## src/rtl/vviol_pkg.sv

```systemverilog
package vviol_pkg;
  localparam int unsigned VID_W    = 13;
  localparam int unsigned PORT_W   = 4;
  localparam int unsigned REG_W    = 16;
  localparam int unsigned VID_LO_W = 12;
  // operation register fields
  localparam int unsigned BUSY_B   = 15;
  localparam int unsigned OPC_LSB  = 12;
  localparam int unsigned OPC_W    = 3;
  localparam int unsigned OVF_B    = 8;
  localparam int unsigned MEM_B    = 6;
  localparam int unsigned MISS_B   = 5;
  // VID register page bit
  localparam int unsigned PAGE_B   = 13;
  localparam logic [OPC_W-1:0] OPC_GETCLR = 3'b111;

  typedef struct packed {
    logic [VID_W-1:0]  vid;
    logic [PORT_W-1:0] port;
    logic              miss;
    logic              member;
  } viol_t;
endpackage

```

## src/rtl/vviol_cmd.sv

```systemverilog
module vviol_cmd
  import vviol_pkg::*;
#(
  parameter int unsigned OP_LAT = 2
) (
  input  logic             clk_i,
  input  logic             rst_ni,
  input  logic             op_wr_i,
  input  logic [REG_W-1:0] op_wdata_i,
  output logic             busy_o,
  output logic             done_o,
  output logic [OPC_W-1:0] opc_o
);
  localparam int unsigned CNT_W = (OP_LAT > 1) ? $clog2(OP_LAT) : 1;

  logic             busy_q;
  logic [CNT_W-1:0] cnt_q;
  logic [OPC_W-1:0] opc_q;
  logic             start;
  logic             unused_wdata;

  assign unused_wdata = ^op_wdata_i[OPC_LSB-1:0];
  assign start = op_wr_i && op_wdata_i[BUSY_B] && !busy_q &&
                 (op_wdata_i[OPC_LSB +: OPC_W] == OPC_GETCLR);
  assign done_o = busy_q && (cnt_q == '0);

  always_ff @(posedge clk_i or negedge rst_ni) begin
    if (!rst_ni) begin
      busy_q <= 1'b0;
      cnt_q  <= '0;
      opc_q  <= '0;
    end else if (start) begin
      busy_q <= 1'b1;
      cnt_q  <= CNT_W'(OP_LAT - 1);
      opc_q  <= op_wdata_i[OPC_LSB +: OPC_W];
    end else if (done_o) begin
      busy_q <= 1'b0;
    end else if (busy_q) begin
      cnt_q  <= cnt_q - 1'b1;
    end
  end

  assign busy_o = busy_q;
  assign opc_o  = opc_q;
endmodule

```

## src/rtl/vviol_capture.sv

```systemverilog
module vviol_capture
  import vviol_pkg::*;
(
  input  logic              clk_i,
  input  logic              rst_ni,
  input  logic              evt_valid_i,
  input  logic [VID_W-1:0]  evt_vid_i,
  input  logic [PORT_W-1:0] evt_port_i,
  input  logic              evt_miss_i,
  input  logic              evt_member_i,
  input  logic              done_i,
  output logic              pend_o,
  output viol_t             rec_o,
  output logic              ovf_o
);
  logic  pend_q, ovf_q, viol;
  viol_t rec_q;

  assign viol = evt_valid_i && (evt_miss_i || evt_member_i);

  always_ff @(posedge clk_i or negedge rst_ni) begin
    if (!rst_ni) begin
      pend_q <= 1'b0;
      rec_q  <= '0;
    end else if (viol && !pend_q) begin
      pend_q <= 1'b1;
      rec_q  <= '{vid: evt_vid_i, port: evt_port_i,
                  miss: evt_miss_i, member: evt_member_i};
    end else if (done_i) begin
      pend_q <= 1'b0;
    end
  end

  // drop while pending; a drop in the completion cycle survives the clear
  always_ff @(posedge clk_i or negedge rst_ni) begin
    if (!rst_ni)                ovf_q <= 1'b0;
    else if (done_i)            ovf_q <= viol && pend_q;
    else if (viol && pend_q)    ovf_q <= 1'b1;
  end

  assign pend_o = pend_q;
  assign rec_o  = rec_q;
  assign ovf_o  = ovf_q;
endmodule

```

## src/rtl/vviol_regs.sv

```systemverilog
module vviol_regs
  import vviol_pkg::*;
(
  input  logic             clk_i,
  input  logic             rst_ni,
  input  logic             done_i,
  input  logic             busy_i,
  input  logic [OPC_W-1:0] opc_i,
  input  logic             pend_i,
  input  viol_t            rec_i,
  input  logic             ovf_i,
  output logic [REG_W-1:0] op_rdata_o,
  output logic [REG_W-1:0] vid_rdata_o
);
  viol_t res_q;
  logic  ovf_q;

  always_ff @(posedge clk_i or negedge rst_ni) begin
    if (!rst_ni) begin
      res_q <= '0;
      ovf_q <= 1'b0;
    end else if (done_i) begin
      res_q <= pend_i ? rec_i : '0;
      ovf_q <= ovf_i;
    end
  end

  always_comb begin
    op_rdata_o                       = '0;
    op_rdata_o[BUSY_B]               = busy_i;
    op_rdata_o[OPC_LSB +: OPC_W]     = opc_i;
    op_rdata_o[OVF_B]                = ovf_q;
    op_rdata_o[MEM_B]                = res_q.member;
    op_rdata_o[MISS_B]               = res_q.miss;
    op_rdata_o[PORT_W-1:0]           = res_q.port;
    vid_rdata_o                      = '0;
    vid_rdata_o[VID_LO_W-1:0]        = res_q.vid[VID_LO_W-1:0];
    vid_rdata_o[PAGE_B]              = res_q.vid[VID_W-1];
  end
endmodule

```

## src/rtl/vviol_unit.sv

```systemverilog
module vviol_unit
  import vviol_pkg::*;
#(
  parameter int unsigned OP_LAT = 2
) (
  input  logic              clk_i,
  input  logic              rst_ni,
  input  logic              evt_valid_i,
  input  logic [VID_W-1:0]  evt_vid_i,
  input  logic [PORT_W-1:0] evt_port_i,
  input  logic              evt_miss_i,
  input  logic              evt_member_i,
  input  logic              op_wr_i,
  input  logic [REG_W-1:0]  op_wdata_i,
  output logic [REG_W-1:0]  op_rdata_o,
  output logic [REG_W-1:0]  vid_rdata_o,
  output logic              irq_o
);
  logic             busy, done, pend, ovf, irq_q;
  logic [OPC_W-1:0] opc;
  viol_t            rec;

  vviol_cmd #(.OP_LAT(OP_LAT)) u_cmd (
    .clk_i, .rst_ni, .op_wr_i, .op_wdata_i,
    .busy_o(busy), .done_o(done), .opc_o(opc)
  );

  vviol_capture u_cap (
    .clk_i, .rst_ni, .evt_valid_i, .evt_vid_i, .evt_port_i,
    .evt_miss_i, .evt_member_i, .done_i(done),
    .pend_o(pend), .rec_o(rec), .ovf_o(ovf)
  );

  vviol_regs u_regs (
    .clk_i, .rst_ni, .done_i(done), .busy_i(busy), .opc_i(opc),
    .pend_i(pend), .rec_i(rec), .ovf_i(ovf),
    .op_rdata_o, .vid_rdata_o
  );

  always_ff @(posedge clk_i or negedge rst_ni) begin
    if (!rst_ni) irq_q <= 1'b0;
    else         irq_q <= pend;
  end
  assign irq_o = irq_q;
endmodule

```

## config.mk

```make
export PLATFORM = sky130hd
export DESIGN_NAME = vviol_unit
export DESIGN_NICKNAME = d
export VERILOG_FILES = /design/src/rtl/vviol_pkg.sv /design/src/rtl/vviol_cmd.sv /design/src/rtl/vviol_capture.sv /design/src/rtl/vviol_regs.sv /design/src/rtl/vviol_unit.sv
export SDC_FILE = /design/constraint.sdc
export NUM_CORES = 1
export LEC_CHECK = 0
export BUFFER_PORTS_ARGS = -buffer_cell sky130_fd_sc_hd__buf_2
export CAP_MARGIN = 5
export CORE_MARGIN = 3
export CORE_UTILIZATION = 48
export CTS_CLUSTER_DIAMETER = 60
export DETAILED_ROUTE_END_ITERATION = 16
export PLACE_DENSITY_LB_ADDON = 0.3
export SLEW_MARGIN = 15
export SYNTH_ARGS = -nofsm -noshare
export SYNTH_HDL_FRONTEND = slang
export SYNTH_SLANG_ARGS = --single-unit
export TNS_END_PERCENT = 20
```

## constraint.sdc

```tcl
create_clock -name clk_i -period 1.28 [get_ports clk_i]
set_input_delay 0.128 -clock clk_i [delete_from_list [all_inputs] [get_ports clk_i]]
set_output_delay 0.128 -clock clk_i [all_outputs]
set_load 0.01 [all_outputs]
```

# After elaboration in Yosys (flattened, before gate mapping)

Cells that the tools add are included.

Add/sub/neg operators: 1
Eq/ne operators: 2
Mux-type cells: 9
Bitwise logic cells: 1
Reductions and logical operators: 15

Operators by type and width:

| cell                | number |
|---|---|
| $mux 19             | 1 |
| $mux 1              | 8 |
| $reduce_bool 2->1   | 4 |
| $logic_and 1x1->1   | 7 |
| $eq 3x3->1 const B  | 1 |
| $logic_not 1->1     | 2 |
| $ne 2x1->1 const B  | 1 |
| $reduce_and 2->1    | 1 |
| $logic_or 1x1->1    | 1 |
| $not 1->1           | 1 |
| $sub 1x1->1 const B | 1 |

Register bits: 47
Bits of input ports: 39
Output and inout bits: 33

# Logic depth before layout (Yosys ltp)

Gate-level depths: netlist (run 1).

Depth after elaboration: 5
Depth in mapped cells: 4
Mapped depth without buffers: 3

# Cells and area by module

From an unflattened synthesis (run 1), not the netlist that was laid out.

Cells, all modules: 164
Area total of the unflattened synthesis: 2,120.8 um^2

Modules (own cells, without submodules):

| module        | instances | cells each | area each (um^2) | seq. area each (um^2) |
|---|---|---|---|---|
| vviol_regs    | 1         | 98         | 1,043.5          | 500.5 |
| vviol_capture | 1         | 50         | 848.3            | 525.5 |
| vviol_cmd     | 1         | 15         | 203.9            | 125.1 |
| vviol_unit    | 1         | 1          | 25.0             | 25.0 |

# Least setup slack after synthesis (run 1)

No wires, ideal clock.

Path kind: register to register
Start point: register u_cap.pend_q (netlist: u_cap.pend_o)
End point: register u_cap.rec_q, in the netlist u_cap.rec_o[10]
Setup time: 125 ps
Arrival time: 1,025 ps
Setup slack: 130 ps
Stages on the path, launching flop included: 4
Path buffers: 1
Path through: dfrtp_1 -> nor2_2 -> buf_6 -> mux2_4

Word-level cells in the longest chain between the ends: 2

RTL lines:

| element                | RTL line            | RTL |
|---|---|---|
| start, declared        | vviol_capture.sv:16 | `logic pend_q, ovf_q, viol;` |
| start signal, assigned | vviol_capture.sv:23 | `pend_q <= 1'b0;` |
| start signal, assigned | vviol_capture.sv:26 | `pend_q <= 1'b1;` |
| start signal, assigned | vviol_capture.sv:30 | `pend_q <= 1'b0;` |
| $logic_not 1->1        | vviol_capture.sv:25 | `end else if (viol && !pend_q) begin` |
| $logic_and 1x1->1      | vviol_capture.sv:25 |  |
| end signal, assigned   | vviol_capture.sv:27 | `rec_q <= '{vid: evt_vid_i, port: evt_port_i,` |
| end, declared          | vviol_capture.sv:17 | `viol_t rec_q;` |

Every way passes these cells.
A chain may end at the register's enable or synchronous reset.

# Final worst setup path (run 1)

Start point: register u_cap.pend_q (netlist: u_cap.pend_o)
End point: register u_cap.rec_q, in the netlist u_cap.rec_o[16]

Same word-level chain as after synthesis.

==> impl_metrics.json, run 1 <==
{
  "fin_crit_sh_pct": 95.9,
  "finalWirelength_um": 3630,
  "outcome": "finished clean",
  "synth_warnings": 0,
  "antenna_left": 0,
  "clock_sinks": 47,
  "ff2ff_setup_slack_ns": 0.05,
  "min_period_ns": 1.23,
  "synthesis.area_um2": 1930,
  "synthCells": 158,
  "cts-root-buf": "clkbuf_8",
  "cts_tree": "done",
  "nFillCells": 322,
  "dr.pass1.iters": 4,
  "finalSetupViolations": 0,
  "path_clk_slew_ns": 0.08,
  "ir_worst_vdd_mv": 1.20,
  "crit_arrival_ns": 1.40,
  "crit_path_max_incr_delay_ns": 0.40,
  "critPathSlowestCell": "dfrtp_1",
  "worstSetupStartpointType": "register",
  "dp_hpwl_um": 2630,
  "cts_buffers": 5,
  "first_iter_violations": 64,
  "coreArea_um2": 3770,
  "grt_pass1_vias": 1299,
  "whs_ns": 0.0646,
  "antenna_found_initial": 0,
  "layout_common_cells": "buf_2 (51), dfrtp_1 (47), nand2_1 (39)",
  "ys_seq_area_share_pct": 60.8,
  "drive_gt1_share_pct": 40.2,
  "ys_ff_latch": 47,
  "htree_levels": 2,
  "fin_util_pct": 62.2,
  "cap_viol_max_count": 0,
  "final_area_um2": 2350,
  "layout_commonest_cell": "buf_2",
  "p_per_area_nw_per_um2": 2260,
  "cp.required_ns": 1.45,
  "layout_setup_ws_ns": 0.0529,
  "insertedDiodeCount": 0,
  "drc_errors": 0,
  "syn_area_per_cell_um2": 12.2,
  "path_cells": "nor2_2 > buf_12 > mux2_4",
  "area.growth.synth_to_final_pct": 21.4,
  "dieWidth_um": 69.5,
  "initial_core_util_pct": 51.3,
  "wire_per_inst_um": 13.8,
  "skew_ns": 0.00640,
  "leakagePower_uw": 0.00122,
  "dp_slack_ns": 0.0603,
  "grt_usage_pct": 16.3,
  "vias": 1249,
  "cp_max_fo": 13,
  "tns_ns": 0,
  "gp_congestion": 0.745,
  "final_nets": 253,
  "hold_path.class": "input pin to register",
  "grt_overflow": 0,
  "std_cell_rows": 22,
  "synth_cell_type_count": 18,
  "vias_per_cell": 4.77,
  "slew_violations": 0,
  "clk_latency_ns": 0.29,
  "grt_pass1_wl_um": 6140,
  "placed_area_um2": 2230,
  "cp-end-kind": "register",
  "chipHeight_um": 69.5,
  "worstSetupPathType": "register to register",
  "clk_path_buf_depth": 2,
  "portBuffers": 51,
  "hold_viol": 0,
  "fmax_mhz": 815,
  "post_cts_buffers": 0,
  "grt_max_degree": 48,
  "dieArea_um2": 4820,
  "rsz0062_at_grt": "false",
  "io-pin-count": 72
}
==> through the flow <==
stage | std cells | power [uW]
3_5_place_dp | 254 | 4340
6_report | 262 | 5300
5_1_grt | 262 | 5680
4_1_cts | 262 | 5380
3_3_place_gp | 254 | 4210
2_1_floorplan | 165 | 3700
==> cell type report <==
cell class | instances | area, um^2 | share of cell area, %
flip-flops and latches | 47 | 1180 | 50.1
multi-input cells | 98 | 651 | 27.7
repair buffers | 60 | 350 | 14.9
clock buffers | 6 | 72.6 | 3.09
well taps | 48 | 60.1 | 2.56
clock inverters | 1 | 30.0 | 1.28
inverters | 2 | 7.51 | 0.320
==> what timing repair did <==
item / in CTS / in global routing
gates resized for setup: 0 / 0
hold buffers: 1 / 0
endpoints found under the hold margin: 47 / 0
==> state kept, by name (all words and copies together) (netlist names) <==
register,cells
u_regs.op_rdata_o,6
u_cap.pend_o,1
u_cmd.cnt_q,1
u_cmd.opc_o,3
u_regs.vid_rdata_o,13
u_cap.ovf_o,1
u_regs.ovf_q,1
u_cmd.busy_o,1
irq_o,1
u_cap.rec_o,19
==> worst max-delay path: cells and delay by family (launching register included) <==
| family | cells | cell delay, ns |
|---|---|---|
| buf+inv | 1 | 0.19 |
| flops | 1 | 0.40 |
| mux | 1 | 0.31 |
| simple gates | 1 | 0.21 |
==> cells in the mapped netlist <==
cell,n,area [um^2]
clkbuf_1,2,7.51
or2_1,3,18.8
conb_1,1,3.75
nor3b_2,1,12.5
nand2_1,39,146
o21ai_0,1,5.00
buf_4,10,75.1
mux2_4,19,285
dfrtp_1,47,1180
nor2_2,1,6.26
nand4_1,1,6.26
mux2_1,1,11.3
nand2b_1,1,6.26
inv_1,2,7.51
a21o_1,3,22.5
buf_2,4,20.0
o21ai_1,20,100
buf_6,2,22.5
==> logic make-up (layout without fill, tap and decap cells) <==
kind of cell    Yosys count  after routing  synth area share [%]
compound gates           24             24                  6.60
other cells               1              8                 0.194
mux                      20             20                  15.3
flops                    47             47                  60.8
buf+inv                  20             69                  6.86
simple gates             46             46                  10.2
==> per-layer routing <==
metal	vias to the layer above	share of wire, %	GRT usage (%)
met4	0	1.6	7.81
li1	603	-	-
met5	-	0	0
met3	5	6.7	4.06
met1	597	41	18.8
met2	44	51	28.1
==> path summary, 6_finish.rpt <==
path	start	endpoint	cells after the start
min in group asynchronous	rst_ni	u_cap.rec_o[5]	3
setup / recovery	u_cap.pend_o	u_cap.rec_o[16]	3
max in group asynchronous	rst_ni	u_regs.op_rdata_o[0]	3
hold reg to reg	u_cmd.opc_o[2]	u_cmd.opc_o[2]	1
setup reg to reg	u_cap.pend_o	u_cap.rec_o[16]	3
hold / removal	evt_vid_i[2]	u_cap.rec_o[8]	2
==> power by group <==
part | total [uW] | switching, uW | internal [uW]
combinational | 1820 | 834 | 982
sequential | 2480 | 359 | 2120
clock | 1010 | 436 | 572
total | 5300 | 1630 | 3670
No activity file was read; power rests on OpenSTA's default activity.
==> run 2: changes to the inputs <==
Settings changed: PLACE_DENSITY set to 0.81, PLACE_DENSITY_LB_ADDON 0.3 to unset.
==> run 2 against run 1 <==
Net effect: power down 0.86%; clock power about the same; core utilization down 0.30 points; hold slack worse by 0.0047 ns; via count down 1.9%; clock skew up 0.0038 ns; count of clock-buffer cells in the layout down 1; first-iteration DRC count down 61%; cell count down 0.76%; sequential cell count unchanged; die area unchanged; critical path type unchanged; critical endpoint is now u_cap.rec_o[10]; highest routed layer unchanged.
==> impl_metrics.json, run 2 (same netlist as run 1, synthesis figures left out) <==
{
  "outcome": "finished clean",
  "initial_core_util_pct": 51.3,
  "p_switching_uw": 1600,
  "grt_max_degree": 48,
  "p_int_uw": 3660,
  "insertedDiodeCount": 0,
  "gp_congestion": 0.771,
  "nFillCells": 310,
  "grt_pass1_vias": 1230,
  "crit_path_max_incr_delay_ns": 0.39,
  "critPathSlowestCell": "dfrtp_1",
  "clk_path_buf_depth": 2,
  "finalWirelength_um": 3220,
  "dr.pass1.iters": 4,
  "crit_arrival_ns": 1.37,
  "io-pin-count": 72,
  "fin_util_pct": 61.9,
  "vias": 1225,
  "fmax_mhz": 832,
  "stdcell_count": 260,
  "switching_share_pct": 30.4,
  "first_iter_violations": 25,
  "dieWidth_um": 69.5,
  "grt_pass1_wl_um": 5510,
  "combPwrFrac_pct": 33.9,
  "layout_commonest_cell": "buf_2",
  "cts_tree": "done",
  "dp_hpwl_um": 2300,
  "grt_overflow": 0,
  "cp.required_ns": 1.45,
  "pwr-share-seq_pct": 46.5,
  "dieArea_um2": 4820,
  "wire_per_inst_um": 12.4,
  "leakagePower_uw": 0.00121,
  "dp_slack_ns": 0.103,
  "chipHeight_um": 69.5,
  "ff2ff_setup_slack_ns": 0.08,
  "htree_levels": 2,
  "cp_num_buf_inv": 1,
  "clock_sinks": 47,
  "p_per_area_nw_per_um2": 2250,
  "whs_ns": 0.0599,
  "cts_buffers": 5,
  "post_cts_buffers": 0,
  "std_cell_rows": 22,
  "layout_common_cells": "buf_2 (51), dfrtp_1 (47), nand2_1 (39)",
  "antenna_found_initial": 0,
  "coreArea_um2": 3770,
  "area.growth.synth_to_final_pct": 20.8,
  "largest_register_ffs": 19,
  "drc_errors": 0,
  "path_cells": "nor2_2 > buf_12 > mux2_4",
  "hold_path.class": "input pin to register",
  "slew_violations": 0,
  "layout_setup_ws_ns": 0.0775,
  "clk_latency_ns": 0.29,
  "hold_viol": 0,
  "finalSetupViolations": 0,
  "final_nets": 251,
  "critPathTopFamily": "flip-flops",
  "portBuffers": 51,
  "vias_per_cell": 4.71,
  "cp_max_fo": 16,
  "cp-end-kind": "register",
  "placed_cells": 252,
  "min_period_ns": 1.20,
  "worstSetupStartpointType": "register",
  "ir_worst_vdd_mv": 1.21,
  "clock_power_share_pct": 19.7,
  "fin_crit_sh_pct": 93.9,
  "tns_ns": 0,
  "cap_viol_max_count": 0,
  "cts-root-buf": "clkbuf_8",
  "drive_gt1_share_pct": 40.1,
  "worstSetupPathType": "register to register",
  "path_clk_slew_ns": 0.09,
  "cts_resized": 0,
  "grt_usage_pct": 14.4,
  "rsz0062_at_grt": "false",
  "antenna_left": 0,
  "skew_ns": 0.0102
}
-- run 2: cell types whose count changed in the layout (fill, tap and decap cells not counted), sizes merged --
cell	change
clkbuf	-1
clkinvlp	+1
buf	-2
-- run 2: power by group through the flow --
stage / combinational (uW) / clock, uW / sequential [uW]
2_1_floorplan: 1140 / 0 / 2560
3_3_place_gp: 1740 / 0 / 2460
3_5_place_dp: 1800 / 0 / 2480
4_1_cts: 1810 / 1050 / 2450
5_1_grt: 1950 / 1120 / 2550
6_report: 1780 / 1030 / 2440
-- run 2: layer usage --
metal / up-vias / track usage, % / wire, um / share of wire, %
met5: - / 0 / 0 / 0
met4: 0 / 5.42 / 50 / 1.6
met3: 5 / 3.91 / 187 / 5.8
met2: 38 / 25.4 / 1600 / 50
met1: 578 / 16.6 / 1380 / 43
li1: 604 / - / - / -
-- run 2: final timing paths --
check | start | end | cells after the start
max in group asynchronous | rst_ni | u_cap.rec_o[14] | 3
min | evt_port_i[3] | u_cap.rec_o[5] | 2
min in group asynchronous | rst_ni | u_regs.op_rdata_o[3] | 3
max | u_cap.pend_o | u_cap.rec_o[10] | 3
max reg2reg | u_cap.pend_o | u_cap.rec_o[10] | 3
min reg2reg | u_cmd.opc_o[2] | u_cmd.opc_o[2] | 1
-- run 2: final cells by class --
cell class	count	area (um^2)	area share, %
clock buffers	5	68.8	2.95
multi-input cells	98	651	27.9
repair buffers	58	335	14.4
clock inverters	2	37.5	1.61
inverters	2	7.51	0.321
well taps	48	60.1	2.57
flip-flops and latches	47	1180	50.3
-- run 2: stage by stage --
step                area, um^2  total power (uW)
finish                    2340              5250
global route              2340              5620
CTS                       2340              5310
detailed placement        2220              4280
global placement          2220              4190
floorplan                 1960              3700
-- run 2: what timing repair did --
item,CTS,global route
setup endpoints to repair,0,0
hold buffers,1,0
endpoints found under the hold margin,47,0
==> run 3: changes to the inputs <==
Settings changed: BUFFER_PORTS_ARGS -buffer_cell sky130_fd_sc_hd__buf_2 to unset, CORE_MARGIN 3 to 1.5, CORE_UTILIZATION 48 to 61, DONT_BUFFER_PORTS set to 1, PLACE_DENSITY 0.81 to 0.8.
==> run 3 against run 2 <==
Net effect: clock skew is 0.0027 ns lower; non-clock buffer count is 31 lower; first-iteration DRC count is 130% higher; fmax is 0.43% lower; core utilization is 12 points higher; clock power is 28% lower; global-route usage is 6.2 points higher; routed wire length is 3.3% lower; sequential power is 9.0% higher; critical endpoint is now u_cap.rec_o[8]; combinational power is 26% lower; largest power group unchanged.
==> impl_metrics.json, run 3 (same netlist as run 1, synthesis figures left out) <==
{
  "htree_levels": 2,
  "worstSetupPathType": "register to register",
  "slew_violations": 0,
  "io-pin-count": 72,
  "post_cts_buffers": 0,
  "hold_viol": 0,
  "fin_crit_sh_pct": 94.4,
  "path_clk_slew_ns": 0.13,
  "chipHeight_um": 59.3,
  "cp-end-kind": "register",
  "vias_per_cell": 5.04,
  "portBuffers": 0,
  "fmax_mhz": 828,
  "dieArea_um2": 3520,
  "rsz0062_at_grt": "false",
  "layout_common_cells": "dfrtp_1 (47), nand2_1 (39), o21ai_1 (20), dlygate4sd3_1 (20), mux2_4 (19)",
  "dr.pass1.iters": 4,
  "grt_usage_pct": 20.6,
  "cts_resized": 0,
  "crit_arrival_ns": 1.44,
  "skew_ns": 0.00746,
  "initial_core_util_pct": 63.8,
  "fin_util_pct": 73.7,
  "grt_pass1_wl_um": 5150,
  "dieWidth_um": 59.3,
  "min_period_ns": 1.21,
  "ctsHoldBuffers": 21,
  "drc_errors": 0,
  "holdCritStartpoint": "evt_valid_i",
  "grt_overflow": 0,
  "gp_congestion": 0.719,
  "ff_latch_area_um2": 1180,
  "largest_register_ffs": 19,
  "cap_viol_max_count": 0,
  "cts_buffers": 5,
  "tns_ns": 0,
  "outcome": "finished clean",
  "ir_worst_vdd_mv": 1.20,
  "clk_path_buf_depth": 2,
  "dp_hpwl_um": 2130,
  "drive_gt1_share_pct": 19.2,
  "grt_pass1_vias": 1173,
  "cp_max_fo": 10,
  "antenna_found_initial": 0,
  "leakagePower_uw": 0.00107,
  "cp.required_ns": 1.51,
  "clock_sinks": 47,
  "r2r-start": "u_cap.pend_o",
  "clk_latency_ns": 0.34,
  "coreArea_um2": 3030,
  "multiInputGateArea_um2": 651,
  "first_iter_violations": 58,
  "area.growth.synth_to_final_pct": 15.4,
  "insertedDiodeCount": 0,
  "cts-root-buf": "clkbuf_4",
  "totalPowerFinal_uw": 4730,
  "final_nets": 220,
  "antenna_left": 0,
  "p_per_area_nw_per_um2": 2120,
  "hold_path.class": "input pin to register",
  "whs_ns": 0.0205,
  "cts_tree": "done",
  "worstSetupStartpointType": "register",
  "grt_max_degree": 48,
  "finalWirelength_um": 3110,
  "cp-startpoint": "u_cap.pend_o",
  "vias": 1140,
  "wire_per_inst_um": 13.8,
  "std_cell_rows": 20,
  "finalSetupViolations": 0,
  "nFillCells": 203,
  "layout_commonest_cell": "dfrtp_1"
}
run 3: cell count changes in the layout (fill, tap and decap cells not counted):
cell,previous run,this run
buf_16,0,1
buf_12,2,0
bufinv_16,1,0
clkinvlp_4,1,0
buf_2,51,0
dlygate4sd3_1,1,20
clkbuf_1,0,1
buf_4,4,6
clkbuf_8,5,2
clkbuf_4,0,5
run 3: cell type report:
| class | count | share of cell area [%] |
|---|---|---|
| sequential | 47 | 52.7 |
| inverter | 2 | 0.337 |
| tap | 44 | 2.47 |
| multi-input combinational | 98 | 29.2 |
| clock buffer | 8 | 3.08 |
| timing repair buffer | 27 | 12.2 |
run 3: critical path: stages, from the launching register on:
cell	delay, ns
dfrtp_1	0.41
nor2_2	0.13
buf_4	0.24
mux2_4	0.32
run 3: final timing paths:
check                                          to  slack [ns]  cells after the start
max                                u_cap.rec_o[8]        0.07                      3
min                                   u_cap.ovf_o        0.02                      2
max reg2reg                        u_cap.rec_o[8]        0.07                      3
min reg2reg                           u_cap.ovf_o        0.50                      2
max in group asynchronous  u_regs.vid_rdata_o[13]        0.82                      2
min in group asynchronous    u_regs.op_rdata_o[3]        0.26                      2
run 3: metal layers:
layer  global-route usage [%]  share of wire [%]  vias up  routed length, um
met5                        0                  0        -                  0
li1                         -                  -      544                  -
met3                     5.24                4.4        6                136
met4                     10.4                1.7        0                 54
met1                     23.3                 41      550               1270
met2                     35.8                 53       40               1650
run 3: power by group:
part,leakage [uW],switching [uW],internal [uW]
combinational,0.000458,547,777
clock,0.0000386,422,324
sequential,0.000569,543,2110
run 3: per-stage QoR:
stage               instance area (um^2)  cells  setup slack (ns)
global route                        2230    226            0.0367
finish                              2230    226            0.0723
floorplan                           1960    165             0.130
global placement                    1930    197             0.114
CTS                                 2230    226            0.0625
detailed placement                  1930    197            0.0899
